`src/rtl/str_ptr_seq.sv`:
```
module str_ptr_seq #(
  parameter int IDX_W  = 16,
  parameter int ADDR_W = 20,
  parameter int SHIFT  = 4
) (
  input  logic              clk,
  input  logic              rst_n,
  input  logic              start,
  input  logic              rep_en,
  input  logic              dir_dec,
  input  logic              word_op,
  input  logic [IDX_W-1:0]  seg_data,
  input  logic [IDX_W-1:0]  seg_extra,
  input  logic [IDX_W-1:0]  si_in,
  input  logic [IDX_W-1:0]  di_in,
  input  logic [IDX_W-1:0]  cx_in,
  input  logic              ack,
  output logic              req,
  output logic [ADDR_W-1:0] src_addr,
  output logic [ADDR_W-1:0] dst_addr,
  output logic [IDX_W-1:0]  si_out,
  output logic [IDX_W-1:0]  di_out,
  output logic [IDX_W-1:0]  cx_out,
  output logic              busy,
  output logic              done
);

  typedef enum logic [1:0] {S_IDLE, S_CHECK, S_ACCESS} state_t;

  state_t             state;
  logic               rep_q, dec_q, word_q;
  logic [IDX_W-1:0]   ds_q, es_q, si_q, di_q, cx_q;
  logic [IDX_W-1:0]   step;
  logic [IDX_W-1:0]   si_nxt, di_nxt;

  assign step   = word_q ? IDX_W'(2) : IDX_W'(1);
  assign si_nxt = dec_q ? si_q - step : si_q + step;
  assign di_nxt = dec_q ? di_q - step : di_q + step;

  assign req      = (state == S_ACCESS);
  assign busy     = (state != S_IDLE);
  assign src_addr = (ADDR_W'(ds_q) << SHIFT) + ADDR_W'(si_q);
  assign dst_addr = (ADDR_W'(es_q) << SHIFT) + ADDR_W'(di_q);
  assign si_out   = si_q;
  assign di_out   = di_q;
  assign cx_out   = cx_q;

  always_ff @(posedge clk or negedge rst_n) begin
    if (!rst_n) begin
      state  <= S_IDLE;
      rep_q  <= 1'b0;
      dec_q  <= 1'b0;
      word_q <= 1'b0;
      ds_q   <= '0;
      es_q   <= '0;
      si_q   <= '0;
      di_q   <= '0;
      cx_q   <= '0;
      done   <= 1'b0;
    end else begin
      done <= 1'b0;
      case (state)
        S_IDLE: if (start) begin
          rep_q  <= rep_en;
          dec_q  <= dir_dec;
          word_q <= word_op;
          ds_q   <= seg_data;
          es_q   <= seg_extra;
          si_q   <= si_in;
          di_q   <= di_in;
          cx_q   <= cx_in;
          state  <= S_CHECK;
        end
        S_CHECK: begin
          if (rep_q && cx_q == '0) begin
            state <= S_IDLE;
            done  <= 1'b1;
          end else begin
            state <= S_ACCESS;
          end
        end
        S_ACCESS: if (ack) begin
          si_q <= si_nxt;
          di_q <= di_nxt;
          if (rep_q) begin
            cx_q  <= cx_q - IDX_W'(1);
            state <= S_CHECK;
          end else begin
            state <= S_IDLE;
            done  <= 1'b1;
          end
        end
        default: state <= S_IDLE;
      endcase
    end
  end

endmodule

```
`config.mk`:
```
export PLATFORM = sky130hd
export DESIGN_NAME = str_ptr_seq
export DESIGN_NICKNAME = d
export VERILOG_FILES = /design/src/rtl/str_ptr_seq.sv
export SDC_FILE = /design/constraint.sdc
export NUM_CORES = 1
export LEC_CHECK = 0
export BUFFER_PORTS_ARGS = -buffer_cell sky130_fd_sc_hd__buf_2
export CAP_MARGIN = 20
export CORE_ASPECT_RATIO = 1.5
export CORE_MARGIN = 4
export CORE_UTILIZATION = 50
export DETAILED_ROUTE_END_ITERATION = 8
export GPL_ROUTABILITY_DRIVEN = 0
export PLACE_DENSITY_LB_ADDON = 0.3
export SYNTH_ARGS = -nofsm -noshare
export SYNTH_HDL_FRONTEND = slang
export SYNTH_SLANG_ARGS = --single-unit
export TNS_END_PERCENT = 100
```
`constraint.sdc`:
```
create_clock -name clk -period 5.8 [get_ports clk]
set_input_delay 0.29 -clock clk [delete_from_list [all_inputs] [get_ports clk]]
set_output_delay 0.29 -clock clk [all_outputs]
set_load 0.1 [all_outputs]
```
======== After elaboration in Yosys (flattened, before gate mapping) ========
Cells that the tools add are included.
storage, ports and cells
  register bits after elaboration ......... 86
  logic and storage cells ................. 53
  output and inout port bits .............. 91
operators by class
  reduce and logical (&&, ||, !) cells .... 9
  $add $sub $neg .......................... 7
  multiplexer cells ....................... 22
  equal/unequal tests ..................... 5
operators by type and width
  cell                                                 count
  two-way mux 16 bit                                   9
  one-hot mux 16 bit (2 select lines)                  3
  adder 20 x 16 -> 20 bit                              2
  adder 16 x 2 -> 16 bit                               2
  subtractor 16 x 2 -> 16 bit                          2
  logical NOT 16 bit                                   1
  subtractor 16 x 1 -> 16 bit, second input constant   1
  two-way mux 2 bit                                    4
  one-hot mux 2 bit (3 select lines)                   1
  two-way mux 1 bit                                    4
  != test 2 bit, second input constant                 2
  AND reduction 2 bit                                  2
  AND reduction 4 bit                                  1
  nonzero test 2 bit                                   2
  AND reduction 3 bit                                  1
  equality test 2 x 1 -> 1 bit, second input constant  1
  equality test 2 bit, second input constant           1
  logical NOT 2 bit                                    1
  != test 2 x 1 -> 1 bit, second input constant        1
  one-hot mux 1 bit (2 select lines)                   1
  logical AND 1 bit                                    1

======== Logic depth before layout (Yosys ltp) ========
  depth after elaboration ................. 5
  gate-level depth with buffers ........... 12

======== Worst setup path before layout ========
No wires, ideal clock.
  path kind ............................... register -> output
  start point ............................. register di_q[5] (netlist: di_out[5])
  end point ............................... output port dst_addr[19]
  slack ................................... 1.301 ns
  required time ........................... 5.510 ns
  stages on the path, launching flop included .. 11
  arrival time ............................ 4.209 ns
  path through ............................ dfrtp_1 > ha_1 > a21o_1 > a21oi_1 > o21bai_1 > a211oi_1 > o31ai_1 > o41ai_1 > o21ba_1 > nor2_1 > xor2_1
on the way
  cells in the longest elaborated chain, start to end .. 1
ends and longest elaborated chain
  element                  line  RTL
  from (decl)              32    logic [IDX_W-1:0] ds_q, es_q, si_q, di_q, cx_q;
  from (signal assigned)   70    di_q <= di_in;
  from (signal assigned)   84    di_q <= di_nxt;
  adder 20 x 16 -> 20 bit  43    assign dst_addr = (ADDR_W'(es_q) << SHIFT) + ADDR_W'(di_q);
  to (decl)                20    output logic [ADDR_W-1:0] dst_addr,
Every way passes these cells.

======== Worst setup path in the final report ========
  start point ............................. register di_q[4] (netlist: di_out[4])
  end point ............................... output port dst_addr[18]
Same word-level chain as after synthesis.

==> metrics.txt <==
status complete, no violations; Startpoint Class register; Synth Cell Area about 0.0064 mm²; Total GRT Usage ~23%; CORE AREA between 0.01 and 0.015 mm²; nets@finish around 1000; count of cell types in the netlist 63; Synth top area share between 30% and 40%; vias in the first global route ~5900; initial antenna violation count 0; routed wire length between 15000 and 20000 µm; largest net degree at the start of global routing 73; Seq/Total Area, Yosys about a third; first drt pass iteration count 5; post-layout util between 60 and 70%; vias 5826; Arrival @ worst endpoint 3.54 ns; Root Driver clkbuf_16; wire per inst 16.2 µm; Setup-failing EPs final 0; fin crit period between 3 and 4 ns; asr flop ratio synth 100%; Inserted Clock Buffers 9; headroom to the max-slew limit 29.5%; unrepaired setup endpoints after global routing false; first-pass GRT wire length approximately 28000 µm; cells after synthesis a little over 700; Fin Setup TNS 0 ns; Clock Latency Late Sink 0.34 ns; Crit. End Element primary output; Worst Hold Class in2reg; H-tree levels 3; # DRC 0; Net Count, Synth about 860; CTS tree built; final hold violation count 0; I/O pin cnt ~180; Avg Vias per Cell approximately 5.6; Layout area overhead 21.3%; Detailed Route Iter0 Violations 178; initial core utilization 51.2%; number of core rows 50; ANT nets after route 0; top cell type by total area after synthesis dfrtp_1; Synth Warn # 0; Ant. Diodes 0; ys flop type dfrtp_1; Post-synth EDFFs 0; layout cells sized above 1 27.7%; Post-CTS Setup Bufs 0; Clock transition at path regs 0.07 ns; Tightest Pin Transition between 1 and 1.5 ns; MaxCap Viol Count 0; Setup Skew around 0.0062 ns; Hold Slack about 0.18 ns; clock sinks between 80 and 90; top cells by area, synth dfrtp_1 (33%), ha_1 (12%), mux2_2 (6.1%); register bit total from synthesis 86; IO buf count roughly 180; min-delay src seg_extra[14]; Die Span X ~100 µm; Mean Syn Cell Area ~9 µm²; Max Freq 0.261 GHz; CP startpoint di_out[4]$_DFFE_PN0P_; Die Y 147 µm; clk buf depth 2; Worst Path Max Fanout 4; full die area ~0.015 mm²; Final Max Tran Viols 0; WP data required ~5.5 ns; r2r startpoint state[0]$_DFFE_PN0P_; fin crit share about two thirds; post-detail-place hpwl 12500 µm; grt total ovfl 0; CP Class reg2out
==> what timing repair did <==
item / in CTS / in global routing
hold endpoints to repair: 14 / 0
resized for setup: 0 / 0
hold buffers: 1 / 0
==> sequential cells by signal, summed over array words and instances (netlist names) <==
register	count
state	2
done	1
cx_out	16
word_q	1
rep_q	1
si_out	16
di_out	16
ds_q	16
dec_q	1
es_q	16
==> worst max-delay path, cell delays in order, from the launching register on <==
cell and delay, ns:
dfrtp_1 0.41, ha_1 0.25, fa_1 0.40, a21o_1 0.21, a21oi_1 0.22, o21bai_1 0.08, a21oi_1 0.25, o21ai_1 0.14
a41o_1 0.27, o21a_1 0.18, o211ai_1 0.19, xnor2_1 0.14, buf_2 0.45
==> final timing paths <==
| path | to | slack [ns] | depth (start not counted) |
|---|---|---|---|
| min in group asynchronous | ds_q[6]$_DFFE_PN0P_ | 0.34 | 2 |
| worst min register to register | ds_q[10]$_DFFE_PN0P_ | 0.51 | 1 |
| worst min-delay path | es_q[14]$_DFFE_PN0P_ | 0.18 | 2 |
| max in group asynchronous | cx_out[15]$_DFFE_PN0P_ | 4.26 | 3 |
| worst max register to register | cx_out[15]$_DFFE_PN0P_ | 2.68 | 10 |
| worst max-delay path | dst_addr[18] | 1.97 | 12 |
==> per-layer routing <==
| layer | part of all wire [%] | GRT usage [%] | up-vias |
|---|---|---|---|
| met5 | 0 | 0 | - |
| met2 | 52 | 41.9 | 138 |
| li1 | - | - | 2918 |
| met1 | 40 | 26.1 | 2729 |
| met3 | 4.5 | 3.47 | 41 |
| met4 | 3.6 | 10.1 | 0 |
==> layout make-up <==
| cell class | instances | area (µm²) |
|---|---|---|
| multi-input cells | 570 | 4050 |
| clock inverters | 7 | 128 |
| repair buffers | 183 | 956 |
| well taps | 156 | 195 |
| clock buffers | 9 | 225 |
| flip-flops and latches | 86 | 2150 |
| inverters | 26 | 97.6 |
| fillers | 1146 | 4770 |
==> logic make-up (layout without fill, tap and decap cells) <==
| kind of cell | Yosys count | after routing | synth area share, % |
|---|---|---|---|
| mux | 55 | 55 | 9.23 |
| flops | 86 | 86 | 33.4 |
| buf+inv | 57 | 225 | 3.91 |
| compound gates | 209 | 209 | 19.7 |
| simple gates | 195 | 195 | 14.8 |
| xor+xnor | 47 | 47 | 6.39 |
| fa+ha+maj | 64 | 64 | 12.6 |
==> through the flow <==
step / instance area [µm²] / std cells / setup WS [ns]
3_5_place_dp: 7440 / 1020 / 2.33
3_3_place_gp: 7420 / 1019 / 2.39
5_1_grt: 7810 / 1037 / 1.73
6_report: 7810 / 1037 / 1.97
2_1_floorplan: 6440 / 713 / 1.30
4_1_cts: 7810 / 1037 / 1.96
==> cell usage after synthesis (2+ instances only) <==
master	number
dfrtp_1	86
a21oi_1	60
ha_1	60
nand2_1	52
nor2_1	45
o21ai_0	45
mux2_2	35
xnor2_1	30
inv_1	25
nand3_1	25
mux2i_1	20
a21o_1	18
clkbuf_1	18
nor3_1	18
o21ai_1	17
xor2_1	17
o22ai_1	15
nand2b_1	11
a31oi_1	8
and3_1	8
buf_4	8
nor2b_1	7
or3_1	7
a211oi_1	5
nand4_1	5
o21a_1	5
o21bai_1	5
o31ai_1	5
a22oi_1	4
buf_1	4
nor4_1	4
o211ai_1	3
a311oi_1	2
a31o_1	2
a32oi_1	2
and2_1	2
fa_1	2
nand3b_1	2
nor4b_1	2
==> cell usage in the layout (no fill, tap or decap), drive strengths merged, types with 18 or more instances in the layout <==
master  instances
a21o           18
a21oi          61
buf           182
dfrtp          86
ha             60
inv            29
mux2           35
mux2i          20
nand2          52
nand3          25
nor2           45
nor3           18
o21ai          62
xnor2          30
Power is left out: the tool's default activity adds up to more than one toggle a clock period on the data nets, which glitch-free logic cannot reach.
